**config.mk**
```make
export PLATFORM = sky130hd
export DESIGN_NAME = sparse_zdecomp
export DESIGN_NICKNAME = d
export VERILOG_FILES = /design/src/rtl/dz_pkg.sv /design/src/rtl/dz_popcnt.sv /design/src/rtl/dz_lowbit.sv /design/src/rtl/sparse_zdecomp.sv
export SDC_FILE = /design/constraint.sdc
export NUM_CORES = 2
export LEC_CHECK = 0
export BUFFER_PORTS_ARGS = -buffer_cell sky130_fd_sc_hd__buf_2
export CAP_MARGIN = 10
export CORE_MARGIN = 2
export CORE_UTILIZATION = 53
export CTS_BUF_LIST = sky130_fd_sc_hd__clkbuf_8
export DETAILED_ROUTE_END_ITERATION = 6
export GPL_TIMING_DRIVEN = 1
export HOLD_SLACK_MARGIN = 0.02
export PLACE_DENSITY_LB_ADDON = 0.3
export SLEW_MARGIN = 20
export SYNTH_ARGS = -nofsm -noshare
export SYNTH_HDL_FRONTEND = slang
export SYNTH_SLANG_ARGS = --single-unit
```
**constraint.sdc**
```tcl
create_clock -name clk -period 6.35 [get_ports clk]
set_input_delay 0.9525 -clock clk [delete_from_list [all_inputs] [get_ports clk]]
set_output_delay 0.9525 -clock clk [all_outputs]
set_load 0.02 [all_outputs]
```
**src/rtl/dz_pkg.sv**
```systemverilog
package dz_pkg;
  typedef enum logic [1:0] {
    S_IDLE = 2'd0,
    S_REQ  = 2'd1,
    S_WAIT = 2'd2
  } dz_state_e;
endpackage

```
**src/rtl/dz_popcnt.sv**
```systemverilog
module dz_popcnt #(
  parameter int W  = 16,
  localparam int CW = $clog2(W + 1)
) (
  input  logic [W-1:0]  bits_i,
  output logic [CW-1:0] count_o
);
  always_comb begin
    count_o = '0;
    for (int i = 0; i < W; i++) count_o = count_o + CW'(bits_i[i]);
  end
endmodule

```
**src/rtl/dz_lowbit.sv**
```systemverilog
module dz_lowbit #(
  parameter int W = 16
) (
  input  logic [W-1:0] mask_i,
  output logic [W-1:0] pick_o
);
  logic [W:0] seen;
  assign seen[0] = 1'b0;
  for (genvar i = 0; i < W; i++) begin : g_chain
    assign seen[i+1]  = seen[i] | mask_i[i];
    assign pick_o[i]  = mask_i[i] & ~seen[i];
  end
endmodule

```
**src/rtl/sparse_zdecomp.sv**
```systemverilog
module sparse_zdecomp #(
  parameter int LANES = 16,
  parameter int EW    = 32,
  parameter int AW    = 32,
  localparam int VW   = LANES * EW,
  localparam int CW   = $clog2(LANES + 1)
) (
  input  logic          clk,
  input  logic          rst_n,
  input  logic          start,
  input  logic [AW-1:0] src_ptr,
  output logic          busy,
  output logic          done,
  output logic [VW-1:0] vec_out,
  output logic [AW-1:0] next_ptr,
  output logic          rd_req_valid,
  input  logic          rd_req_ready,
  output logic [AW-1:0] rd_req_addr,
  input  logic          rd_rsp_valid,
  output logic          rd_rsp_ready,
  input  logic [EW-1:0] rd_rsp_data
);
  import dz_pkg::*;

  dz_state_e     state_q;
  logic [AW-1:0] addr_q, base_q, pend_q;
  logic [LANES-1:0] remain_q;
  logic          hdr_q, done_q;
  logic [VW-1:0] work_q, work_d, vec_q;
  logic [AW-1:0] nptr_q;

  logic [LANES-1:0] hdr_mask, pick, remain_after;
  logic [CW-1:0]    hdr_pop;
  logic             rsp_fire, elem_take;
  logic [AW-1:0]    pend_d;

  assign hdr_mask = rd_rsp_data[LANES-1:0];

  dz_popcnt #(.W(LANES)) u_pop (.bits_i(hdr_mask), .count_o(hdr_pop));
  dz_lowbit #(.W(LANES)) u_low (.mask_i(remain_q), .pick_o(pick));

  assign rsp_fire     = (state_q == S_WAIT) && rd_rsp_valid;
  assign elem_take    = rsp_fire && !hdr_q;
  assign remain_after = remain_q & ~pick;
  assign pend_d       = base_q + AW'(1) + AW'(hdr_pop);

  always_comb begin
    work_d = work_q;
    if (elem_take)
      for (int i = 0; i < LANES; i++)
        if (pick[i]) work_d[i*EW +: EW] = rd_rsp_data;
  end

  always_ff @(posedge clk) begin
    if (!rst_n) begin
      state_q  <= S_IDLE;
      addr_q   <= '0;
      base_q   <= '0;
      pend_q   <= '0;
      remain_q <= '0;
      hdr_q    <= 1'b0;
      done_q   <= 1'b0;
      work_q   <= '0;
      vec_q    <= '0;
      nptr_q   <= '0;
    end else begin
      done_q <= 1'b0;
      work_q <= work_d;
      case (state_q)
        S_IDLE: if (start) begin
          base_q  <= src_ptr;
          addr_q  <= src_ptr;
          work_q  <= '0;
          hdr_q   <= 1'b1;
          state_q <= S_REQ;
        end
        S_REQ: if (rd_req_ready) state_q <= S_WAIT;
        S_WAIT: if (rd_rsp_valid) begin
          if (hdr_q) begin
            hdr_q    <= 1'b0;
            remain_q <= hdr_mask;
            pend_q   <= pend_d;
            if (hdr_mask == '0) begin
              state_q <= S_IDLE;
              done_q  <= 1'b1;
              vec_q   <= '0;
              nptr_q  <= pend_d;
            end else begin
              addr_q  <= addr_q + AW'(1);
              state_q <= S_REQ;
            end
          end else begin
            remain_q <= remain_after;
            if (remain_after == '0) begin
              state_q <= S_IDLE;
              done_q  <= 1'b1;
              vec_q   <= work_d;
              nptr_q  <= pend_q;
            end else begin
              addr_q  <= addr_q + AW'(1);
              state_q <= S_REQ;
            end
          end
        end
        default: state_q <= S_IDLE;
      endcase
    end
  end

  assign busy         = (state_q != S_IDLE);
  assign done         = done_q;
  assign vec_out      = vec_q;
  assign next_ptr     = nptr_q;
  assign rd_req_valid = (state_q == S_REQ);
  assign rd_req_addr  = addr_q;
  assign rd_rsp_ready = (state_q == S_WAIT);
endmodule

```
==> impl_metrics.tcl <==
set metrics [dict create \
    fin_cells 5755 \
    hpwl_um 83200 \
    place_area_um2 44800 \
    grt_overflow 0 \
    dp_cells 5445 \
    clk_latency_ns 0.84 \
    ys.flop_type "dfxtp_1" \
    place.gp.congestion 0.938 \
    fp.dieH_um 282 \
    first_pass_iters 7 \
    io_buffers 648 \
    totalWireLength_um 132000 \
    cts_tree "done" \
    crit_start "rd_rsp_data[0]" \
    postRouteAntennaNets 0 \
    cts_root_buffer "clkbuf_8" \
    synthSimpleGateAreaFrac_pct 10.5 \
    routed_via_density 5.76 \
    r2r_setup_slack_ns 2.21 \
    path_class "in -> reg" \
    start_util_pct 53.3 \
    cts_resized 0 \
    die_width_um 282 \
    worst_slack_ns 0.648 \
    grt_pass1_wl_um 193000 \
    synth_cell_type_count 66 \
    hold_viol 0 \
    critPathCapture "next_ptr[19]" \
    final_common_cell "dfxtp_1" \
    finalCriticalPeriod_ns 5.70 \
    synth_mux_area_share_pct 8.55 \
    io_pins 649 \
    status "complete, no violations" \
    p_leak_nw 21.5 \
    synth_edf_count 0 \
    yosysWarningCount 0 \
    die_area_um2 79700 \
    rsz0062_at_grt "no" \
    row_count 102 \
    final_net_count 4683 \
    final_util_pct 62.8 \
    peakVddDrop_mv 0.193 \
    clock-sinks 1172 \
    synthXorXnorAreaFrac_pct 0.640 \
    grt_antenna_before_repair 3 \
    synthArstFlopShare_pct 0 \
    cp-start-kind "input pin" \
    synthesis.nets 4123 \
    drv_cap 0 \
    skew_ns 0.0482 \
    cts_hold_buf 0 \
    final_cell_mix "dfxtp_1, nor2_1, buf_2, o2bb2ai_1, mux2i_1" \
    timing.final.crit_share_pct 89.8 \
    worst_pin_slew_ns 1.17 \
    synth_area_um2 41100 \
    r2r-start "remain_q[0]" \
    hold_ws_ns 0.383 \
    fmax_mhz 175 \
    drt-wirelength-per-cell_um 22.9 \
    hold_class "in -> reg" \
    drtIter0Drc 3219 \
    synth_compound_area_share_pct 18.0 \
    power_density_nw_per_um2 303 \
    setup_viol 0 \
    path_max_fanout 6 \
    grt_pass1_vias 30259 \
    htree_levels 4 \
    r2r_end "vec_out[138]" \
    clkSlewWorstSetupHoldPaths_ns 0.06 \
    vias 33146 \
    critPathArrivalTime_ns 6.45 \
    grt_max_degree 193 \
    place_ws_ns -0.0911 \
    r2r_cells 9 \
    worstPathRequired_ns 7.10 \
    route.detailed.drc 0 \
    avgSynthCellArea_um2 10.2 \
    grt_use_total_pct 31.8 \
    synthAdderAreaFrac_pct 0.932 \
    synth_top_family_by_area "compound AO/OA/AOI/OAI gates" \
    cts_setup_buffers 0 \
    cts_buffer_depth 3 \
    drive_gt1_share_pct 21.6 \
    end_kind "flip-flop" \
    synth_seq_cells 1172 \
    final_cell_area_um2 48400 \
    syn_to_final_growth_pct 17.8 \
    cts_buffers 181 \
    ys_seq_area_share_pct 57.1 \
    core_area_um2 77100 \
    slew_viol_final 0 \
    syn_inst 4030 \
    maxSlewHeadroom_pct 21.9 \
]
critical path: stages:
cell and delay, ns:
buf_2 0.16, inv_1 0.08, ha_1 0.27, inv_1 0.04
fa_1 0.50, fa_1 0.43, fa_1 0.54, fa_1 0.44
fa_1 0.43, fa_1 0.48, nor2b_1 0.13, o21a_1 0.16
ha_1 0.18, nor2_1 0.09, or3_1 0.43, a21oi_1 0.31
nand2_1 0.11, xor2_1 0.16, a2111oi_0 0.41, a31o_2 0.16
synth_stat cells, drive strengths merged (21+ instances only):
library cell  instances  area [µm²]
a211oi               35         263
a21oi               268        1350
buf                 156         842
clkbuf              200         752
dfxtp              1172       23500
inv                  40         150
mux2i               351        3510
nand2               150         563
nand3                29         163
nand4                21         131
nor2                769        2890
nor3                 31         155
o211ai               30         230
o21ai                61         317
o2bb2ai             513        4490
xnor2                21         184
stage by stage:
step | total power, mW | setup TNS (ns)
floorplan | 8.23 | 0
global placement | 8.64 | -0.124
detailed placement | 8.65 | -0.490
CTS | 14.8 | 0
global route | 15.2 | 0
finish | 14.7 | 0
flip-flops by register name (all words and copies together), names as in the netlist:
signal / count
pend_q: 32
remain_q: 16
vec_out: 512
state_q: 2
base_q: 32
work_q: 512
rd_req_addr: 32
next_ptr: 32
hdr_q: 1
done: 1
kinds of logic (layout without fill, tap and decap cells):
family / Yosys count / in the layout
compound gates: 996 / 996
xor+xnor: 30 / 30
fa+ha+maj: 24 / 24
buf+inv: 397 / 1079
flops: 1172 / 1172
mux: 351 / 351
other cells: 0 / 3
simple gates: 1060 / 1060
layer usage:
layer  vias up  GRT usage [%]  wire length, µm
met1     16022           43.8            56500
met2      1496           47.5            58200
met4         0           13.0             5190
met3       276           8.21            12000
met5         -              0                0
li1      15352              -                -
report_power, final:
group	internal, mW	switching, mW
logic	0.330	0.726
clock network	3.17	3.00
registers	7.39	0.0577
total	10.9	3.79
final cells by class:
| class | instances | area, µm² |
|---|---|---|
| fillers | 6524 | 28700 |
| flip-flops and latches | 1172 | 23500 |
| multi-input cells | 2461 | 16000 |
| repair buffers | 733 | 3970 |
| clock buffers | 220 | 3030 |
| well taps | 1040 | 1300 |
| clock inverters | 85 | 517 |
| inverters | 41 | 154 |
| diodes | 3 | 7.51 |
worst min path at each step:
| stage | endpoint | depth (start not counted) | startpoint | slack [ns] |
|---|---|---|---|---|
| 6_report | base_q[6] | 3 | src_ptr[6] | 0.38 |
| 4_1_cts | base_q[30] | 3 | src_ptr[30] | 0.31 |
| 2_1_floorplan | pend_q[2] | 2 | pend_q[2] | 0.44 |
| 5_1_grt | base_q[11] | 3 | src_ptr[11] | 0.35 |
| 3_3_place_gp | vec_out[47] | 1 | vec_out[47] | 0.44 |
| 3_5_place_dp | vec_out[440] | 1 | vec_out[440] | 0.44 |
(Power assumes the default switching activity.)
